**src/rtl/gpio_apb_masked.sv**
```systemverilog
module gpio_apb_masked #(
  parameter int N  = 8,
  parameter int AW = 12
) (
  input  logic          pclk,
  input  logic          presetn,
  input  logic          psel,
  input  logic          penable,
  input  logic          pwrite,
  input  logic [AW-1:0] paddr,
  input  logic [N-1:0]  pwdata,
  output logic [N-1:0]  prdata,
  output logic          pready,
  output logic          pslverr,
  input  logic [N-1:0]  pin_in,
  output logic [N-1:0]  pin_out,
  output logic [N-1:0]  pin_oe,
  input  logic [N-1:0]  alt_out,
  input  logic [N-1:0]  alt_oe,
  output logic          irq
);
  localparam logic [7:0] IX_DIR   = 8'd0;
  localparam logic [7:0] IX_SENSE = 8'd1;
  localparam logic [7:0] IX_BOTH  = 8'd2;
  localparam logic [7:0] IX_POL   = 8'd3;
  localparam logic [7:0] IX_IE    = 8'd4;
  localparam logic [7:0] IX_RAW   = 8'd5;
  localparam logic [7:0] IX_MSK   = 8'd6;
  localparam logic [7:0] IX_CLR   = 8'd7;
  localparam logic [7:0] IX_MODE  = 8'd8;

  logic [N-1:0] data_q, dir_q, sense_q, both_q, pol_q, ie_q, mode_q, edge_q;
  logic [N-1:0] sync1_q, sync2_q, prev_q;
  logic [N-1:0] edge_hit, lvl_hit, raw, masked, clr_vec, amask, rd_pins;
  logic         wr, in_data, in_regs;
  logic [7:0]   idx;
  logic         unused_addr;

  assign wr      = psel & penable & pwrite;
  assign in_data = (paddr[AW-1:10] == '0);
  assign in_regs = (paddr[AW-1:10] == 1);
  assign idx     = paddr[9:2];
  assign amask   = paddr[N+1:2];
  assign unused_addr = ^paddr[1:0];

  assign pready  = 1'b1;
  assign pslverr = 1'b0;

  always_ff @(posedge pclk or negedge presetn)
    if (!presetn) begin
      sync1_q <= '0;
      sync2_q <= '0;
      prev_q  <= '0;
    end else begin
      sync1_q <= pin_in;
      sync2_q <= sync1_q;
      prev_q  <= sync2_q;
    end

  always_ff @(posedge pclk or negedge presetn)
    if (!presetn) begin
      data_q  <= '0;
      dir_q   <= '0;
      sense_q <= '0;
      both_q  <= '0;
      pol_q   <= '0;
      ie_q    <= '0;
      mode_q  <= '0;
    end else if (wr) begin
      if (in_data) data_q <= (data_q & ~amask) | (pwdata & amask);
      if (in_regs) begin
        case (idx)
          IX_DIR:   dir_q   <= pwdata;
          IX_SENSE: sense_q <= pwdata;
          IX_BOTH:  both_q  <= pwdata;
          IX_POL:   pol_q   <= pwdata;
          IX_IE:    ie_q    <= pwdata;
          IX_MODE:  mode_q  <= pwdata;
          default: ;
        endcase
      end
    end

  assign clr_vec  = (wr && in_regs && idx == IX_CLR) ? pwdata : '0;
  assign edge_hit = ~sense_q & ((both_q & (sync2_q ^ prev_q)) |
                    (~both_q & pol_q & sync2_q & ~prev_q) |
                    (~both_q & ~pol_q & ~sync2_q & prev_q));
  assign lvl_hit  = (pol_q & sync2_q) | (~pol_q & ~sync2_q);

  always_ff @(posedge pclk or negedge presetn)
    if (!presetn) edge_q <= '0;
    else          edge_q <= (edge_q & ~clr_vec) | edge_hit;

  assign raw    = (sense_q & lvl_hit) | (~sense_q & edge_q);
  assign masked = raw & ie_q;
  assign irq    = |masked;

  assign pin_out = (mode_q & alt_out) | (~mode_q & data_q);
  assign pin_oe  = (mode_q & alt_oe)  | (~mode_q & dir_q);
  assign rd_pins = (dir_q & data_q) | (~dir_q & sync2_q);

  always_comb begin
    prdata = '0;
    if (in_data) prdata = rd_pins & amask;
    else if (in_regs) begin
      case (idx)
        IX_DIR:   prdata = dir_q;
        IX_SENSE: prdata = sense_q;
        IX_BOTH:  prdata = both_q;
        IX_POL:   prdata = pol_q;
        IX_IE:    prdata = ie_q;
        IX_RAW:   prdata = raw;
        IX_MSK:   prdata = masked;
        IX_MODE:  prdata = mode_q;
        default:  prdata = '0;
      endcase
    end
  end
endmodule

```
**config.mk**
```make
export PLATFORM = sky130hd
export DESIGN_NAME = gpio_apb_masked
export DESIGN_NICKNAME = d
export VERILOG_FILES = /design/src/rtl/gpio_apb_masked.sv
export SDC_FILE = /design/constraint.sdc
export NUM_CORES = 1
export LEC_CHECK = 0
export BUFFER_PORTS_ARGS = -buffer_cell sky130_fd_sc_hd__buf_2
export CAP_MARGIN = 20
export CORE_MARGIN = 8
export CORE_UTILIZATION = 47
export CTS_CLUSTER_SIZE = 25
export DETAILED_ROUTE_END_ITERATION = 7
export GPL_TIMING_DRIVEN = 0
export PLACE_DENSITY_LB_ADDON = 0.1
export SYNTH_ARGS = -nofsm -noshare
export SYNTH_HDL_FRONTEND = slang
export SYNTH_SLANG_ARGS = --single-unit
```
**constraint.sdc**
```tcl
create_clock -name pclk -period 2.1 [get_ports pclk]
set_input_delay 0.315 -clock pclk [delete_from_list [all_inputs] [get_ports pclk]]
set_output_delay 0.315 -clock pclk [all_outputs]
set_load 0.03 [all_outputs]
```
==> results of run 1 <==
final cells by class:
cell class / instances / area, um2
buffer: 14 / 85.1
clock buffer: 10 / 138
clock inverter: 6 / 43.8
fill: 774 / 3550
inverter: 18 / 67.6
multi-input combinational: 277 / 2290
sequential: 88 / 2200
tap: 129 / 161
timing repair buffer: 106 / 701
sequential cells by signal, indices dropped and copies added (netlist names), named ones only:
| name | cells |
|---|---|
| edge_q | 8 |
| sync2_q | 8 |
| sync1_q | 8 |
| sense_q | 8 |
| prev_q | 8 |
| ie_q | 8 |
| mode_q | 8 |
| both_q | 8 |
| dir_q | 8 |
| pol_q | 8 |
final timing paths:
kind	endpoint	cells after the start	slack (ps)	start
max	prdata[1]	6	-100	pol_q[1]
min reg2reg	sync2_q[0]	0	360	sync1_q[0]
max reg2reg	edge_q[3]	6	890	pol_q[3]
max in group asynchronous	sync2_q[6]	3	1100	presetn
min	sync1_q[0]	1	40	pin_in[0]
min in group asynchronous	sync1_q[2]	2	350	presetn
what timing repair did:
item                                   in CTS  in global routing
resized for setup                          39                 22
endpoints found under the hold margin      18                  0
setup endpoints to repair                  27                  9
pin swaps                                  23                 16
hold buffers                                1                  0
buffers inserted                           28                  7
synthesized netlist by cell type, types with 2 or more instances:
master / count / area [um2]
a21oi_1: 28 / 140
a22oi_1: 7 / 52.6
buf_1: 2 / 7.51
buf_2: 5 / 25.0
buf_4: 2 / 15.0
clkbuf_1: 5 / 18.8
conb_1: 2 / 7.51
dfrtp_1: 88 / 2200
inv_1: 18 / 67.6
mux2_2: 66 / 743
mux2i_1: 14 / 140
mux4_2: 6 / 135
nand2_1: 43 / 161
nand2b_1: 3 / 18.8
nand3_1: 8 / 40.0
nor2_1: 19 / 71.3
nor2_2: 2 / 12.5
nor2b_1: 4 / 25.0
nor3b_1: 3 / 22.5
o2111ai_1: 2 / 17.5
o21a_1: 2 / 15.0
o21ai_0: 23 / 115
o221ai_1: 2 / 17.5
o22ai_1: 10 / 62.6
o2bb2ai_1: 7 / 61.3
xnor2_1: 7 / 61.3
kinds of logic after synthesis:
group,synth area share (%)
buf+inv,3.00
other cells,0.169
mux,22.9
flops,49.4
simple gates,10.6
compound gates,12.4
xor+xnor,1.57
worst max-delay path, delay by kind of cell (launching register included):
| family | cells | cell delay [ps] |
|---|---|---|
| flip-flops | 1 | 400 |
| buffers and inverters | 1 | 180 |
| AO/OA/AOI/OAI | 4 | 750 |
| XOR/XNOR | 1 | 180 |
through the flow:
stage,worst slack [ps],total power (W),area (um2),hold slack [ps],std cells
6_report,-97.4,0.00339,5690,43.4,648
2_1_floorplan,-19.3,0.00207,4470,19.4,397
3_3_place_gp,-674,0.00225,4980,333,595
3_5_place_dp,-689,0.00226,5010,215,596
4_1_cts,-106,0.00341,5540,31.8,641
5_1_grt,-212,0.00353,5690,18.2,648
routing by layer:
layer	wire length (um)	GRT usage, %	part of all wire, %
met1	5500	26.7	44
met2	5900	30.9	47
met3	830	4.44	6.6
met4	248	7.46	2.0
met5	0	0	0
power breakdown:
part / internal [W] / switching, W
clock network: 0.000467 / 0.000650
logic: 0.000193 / 0.000282
registers: 0.00175 / 0.0000429
total: 0.00241 / 0.000975
==> flow_summary.json, run 1 <==
{
  "final_cell_mix": "dfrtp_1 (86), mux2_2 (65), buf_2 (62), nand2_1 (43), buf_4 (41)",
  "status": "finished, violations left",
  "clock_skew_ps": 7.85,
  "dr.pass1.iters": 5,
  "yosysWarnings": 0,
  "cp_slowest_stage_delay_ps": 400,
  "yosys_most_used_dff": "dfrtp_1",
  "routed_wl_um": 12500,
  "syn2layout_area_growth_pct": 27.7,
  "vias": 3642,
  "layout_commonest_cell": "dfrtp_1",
  "tns_ps": -566,
  "final_core_utilization_pct": 61.6,
  "layout_setup_ws_ps": -97.4,
  "drc": 0,
  "violations": "negative setup slack",
  "slew_headroom_pct": 39.5,
  "clockRootBuffer": "clkbuf_8",
  "cts.clk_slew.worst_paths_ps": 90,
  "leakagePower_nw": 2.61,
  "fmax_mhz": 455,
  "grt_overflow": 0,
  "clk_latency_ps": 370,
  "cts_tree": "built",
  "drive_above_1_share_pct": 46.6,
  "worst_pin_slew_ps": 905,
  "finalHoldViolCount": 0,
  "die_w_um": 113,
  "finalNetCount": 563,
  "cts_buffer_depth": 2,
  "yosysSeqAreaShare_pct": 49.4,
  "cts.sinks": 88,
  "cts-htree-levels": 3,
  "crit_fanout": 2,
  "synth_cell_types": 45,
  "port_buffers": 69,
  "grt_pass1_wl_um": 19800,
  "cts_made_buffers": 9,
  "dr.first_iter.drc_count": 234,
  "track_usage_pct": 19.9,
  "antenna_found_initial": 0,
  "std_cell_rows": 35,
  "first_global_vias": 3710,
  "rsz0062_at_grt": "true",
  "n_antenna_cell": 0,
  "slowest_stage": "dfrtp_1",
  "ios": 76,
  "syn-cell-area_um2": 4460,
  "place.gp.congestion": 0.834,
  "min_period_over_period_pct": 105,
  "peakVddDrop_mv": 0.394,
  "ys_ff_latch": 88,
  "cp.arrival_ps": 1880,
  "syn_avg_cell_area_um2": 11.2,
  "start_util_pct": 48.2,
  "vias_per_cell": 5.62,
  "drv_slew": 0,
  "crit_type": "flop to output pin",
  "cp-start-kind": "flop",
  "setup_viol": 17,
  "core_um2": 9240,
  "crit_chain": "xor2_1, a311oi_1, a21oi_1, o31a_1, o21ai_1, buf_4",
  "end_kind": "output pin",
  "synth_fp_nets": 446,
  "die-area_um2": 12900,
  "maxCapViolations": 0,
  "min_period_ps": 2200,
  "grt_max_degree": 71,
  "die_h_um": 113,
  "post_drt_wl_per_cell_um": 19.3,
  "synth_edf_count": 0,
  "dp_hpwl_um": 8120,
  "p_per_area_nw_per_um2": 595,
  "antenna_left": 0,
  "hold_path.class": "primary input to flop",
  "netlist_instances": 397,
  "async_reset_ff_share_pct": 100,
  "required_ps": 1780
}
Note: power is estimated with default switching activity, not from simulation.
==> inputs of run 2 (changes only) <==
--- a/config.mk
+++ b/config.mk
@@ -8,7 +8,7 @@
 export BUFFER_PORTS_ARGS = -buffer_cell sky130_fd_sc_hd__buf_2
 export CAP_MARGIN = 20
 export CORE_MARGIN = 8
-export CORE_UTILIZATION = 47
+export CORE_UTILIZATION = 45
 export CTS_CLUSTER_SIZE = 25
 export DETAILED_ROUTE_END_ITERATION = 7
 export GPL_TIMING_DRIVEN = 0
==> run 2 against run 1 <==
Against the previous run:
- utilization down 2.2 points
- the flow still finishes with violations (negative setup slack)
- largest power group unchanged
- combinational power up 2%
- first-iteration DRC count down 4.3%
- cell count up 0.15%
- highest routed layer unchanged
- register-to-register slack worse by 230 ps
- total power up 7.9%
- critical endpoint unchanged
==> flow_summary.json, run 2 (synthesized netlist as in run 1, its figures left out) <==
{
  "status": "finished, violations left",
  "violations": "negative setup slack",
  "cts_made_buffers": 9,
  "slew_headroom_pct": 41.9,
  "n_antenna_cell": 0,
  "multi_input_area_um2": 2280,
  "required_ps": 1780,
  "finalHoldViolCount": 0,
  "dr.first_iter.drc_count": 224,
  "crit_start": "sync2_q[1]",
  "post_drt_wl_per_cell_um": 19.2,
  "antenna_left": 0,
  "die_w_um": 116,
  "rsz0062_at_grt": "true",
  "maxCapViolations": 0,
  "cts.sinks": 88,
  "crit_end": "prdata[1]",
  "crit_type": "flop to output pin",
  "layout_setup_ws_ps": -73.9,
  "final_cells": 649,
  "core_um2": 9680,
  "peakVddDrop_mv": 0.475,
  "hold_path.class": "primary input to flop",
  "seq_power_share_pct": 49.0,
  "first_global_vias": 3798,
  "min_period_over_period_pct": 104,
  "switching_share_pct": 25.3,
  "p_comb_share_pct": 13.3,
  "crit_fanout": 2,
  "cp_slowest_stage_delay_ps": 400,
  "vias_per_cell": 5.43,
  "dpl_cell_area_um2": 5010,
  "worst_hold_path.num_cells": 1,
  "drive_above_1_share_pct": 46.7,
  "crit_chain": "xor2_1, mux2_4, nor4b_4, o31ai_1, o21ai_1, buf_4",
  "worst_pin_slew_ps": 867,
  "switching_power_w": 0.000925,
  "drc": 0,
  "p_per_area_nw_per_um2": 635,
  "crit_family": "flip-flops",
  "setup_viol": 5,
  "reg2reg_to": "edge_q[7]",
  "cts-htree-levels": 3,
  "std_cell_rows": 36,
  "dp_cells": 600,
  "grt_pass1_wl_um": 20000,
  "syn2layout_area_growth_pct": 29.1,
  "clock_skew_ps": 6.74,
  "routed_wl_um": 12500,
  "cp.arrival_ps": 1860,
  "cts_buffer_depth": 2,
  "tns_ps": -201,
  "cp-start-kind": "flop",
  "die_h_um": 116,
  "fmax_mhz": 460,
  "cts.clk_slew.worst_paths_ps": 90,
  "port_buffers": 69,
  "worst-path-stages": 6,
  "hold_ws_ps": 58.9,
  "antenna_found_initial": 0,
  "grt_max_degree": 72,
  "nFillCells": 852,
  "start_util_pct": 46.0,
  "preCtsSetupSlack_ps": -682,
  "min_period_ps": 2170,
  "leakagePower_nw": 2.63,
  "layout_commonest_cell": "dfrtp_1",
  "end_kind": "output pin",
  "die-area_um2": 13300,
  "layout.area.seq_um2": 2200,
  "ios": 76,
  "slowest_stage": "dfrtp_1",
  "track_usage_pct": 19.5,
  "reg2reg_depth": 8,
  "cts_tree": "built",
  "drv_slew": 0,
  "p_int_w": 0.00273,
  "grt_overflow": 0,
  "vias": 3524,
  "r2r_slack_ps": 660,
  "clockRootBuffer": "clkbuf_8",
  "pwr-share-clk_pct": 37.7,
  "place.gp.congestion": 0.813,
  "finalNetCount": 562,
  "dr.pass1.iters": 4,
  "clk_latency_ps": 350,
  "final_cell_mix": "dfrtp_1 (86), mux2_2 (65), buf_2 (62), nand2_1 (43), buf_4 (39)",
  "dp_hpwl_um": 8230,
  "r2r_start": "pol_q[7]",
  "critPathBufInv": 1,
  "finalInstanceArea_um2": 5750
}
## run 2: cell types whose count changed in the layout (fill, tap and decap cells not counted), moves of 2 or more
cell	before	now
bufinv_16	0	3
o21ai_1	5	2
o21ai_2	0	3
buf_4	41	39
clkinv_4	2	0
nor2_1	18	16
nor2_2	3	5
xnor2_1	3	5
xnor2_2	4	2
## run 2: per-layer routing
| layer | wire length [um] | vias up | global-route usage [%] |
|---|---|---|---|
| met5 | 0 | - | 0 |
| met4 | 129 | 0 | 4.73 |
| met3 | 978 | 10 | 4.64 |
| met2 | 6020 | 105 | 32.4 |
| met1 | 5340 | 1754 | 25.0 |
| li1 | - | 1655 | - |
## run 2: final cells by class
cell class,count,area share (%)
buffer,13,1.68
clock buffer,10,2.22
clock inverter,4,1.65
inverter,18,1.17
multi-input combinational,277,39.7
sequential,88,38.3
tap,133,2.89
timing repair buffer,106,12.4
## run 2: power by group through the flow
stage | clock, W | sequential [W] | combinational [W]
detailed placement | 0 | 0.00183 | 0.000434
CTS | 0.00140 | 0.00179 | 0.000472
floorplan | 0 | 0.00182 | 0.000258
global route | 0.00149 | 0.00180 | 0.000527
finish | 0.00138 | 0.00179 | 0.000485
global placement | 0 | 0.00183 | 0.000423
## run 2: how the worst min path moves through the flow
| stage | from | to |
|---|---|---|
| final | pin_in[3] | sync1_q[3] |
| after global routing | pin_in[6] | sync1_q[6] |
| after CTS | pin_in[6] | sync1_q[6] |
| after detailed placement | presetn | sync1_q[2] |
| after global placement | sync1_q[0] | sync2_q[0] |
| after floorplan | presetn | asynchronous set/reset pin |
## run 2: worst reg2reg max path, cell delays in order (launching register included)
cell	delay [ps]
dfrtp_1	410
buf_6	130
buf_4	120
buf_4	130
buf_4	130
o21ai_0	160
nor2_1	60
a21oi_1	110
o2bb2ai_1	80
## run 2: metrics by stage
step	utilization (%)	total power [W]
after CTS	57.5	0.00367
after global placement	51.4	0.00225
after detailed placement	51.7	0.00226
after global routing	59.4	0.00381
after floorplan	-	0.00207
final	59.4	0.00365
## run 2: what timing repair did
item                       CTS  global route
pin swaps                   27             8
buffers inserted            24            11
gates resized for setup     42            27
hold endpoints to repair    17             0
setup endpoints to repair   15            10
hold buffers                 1             0
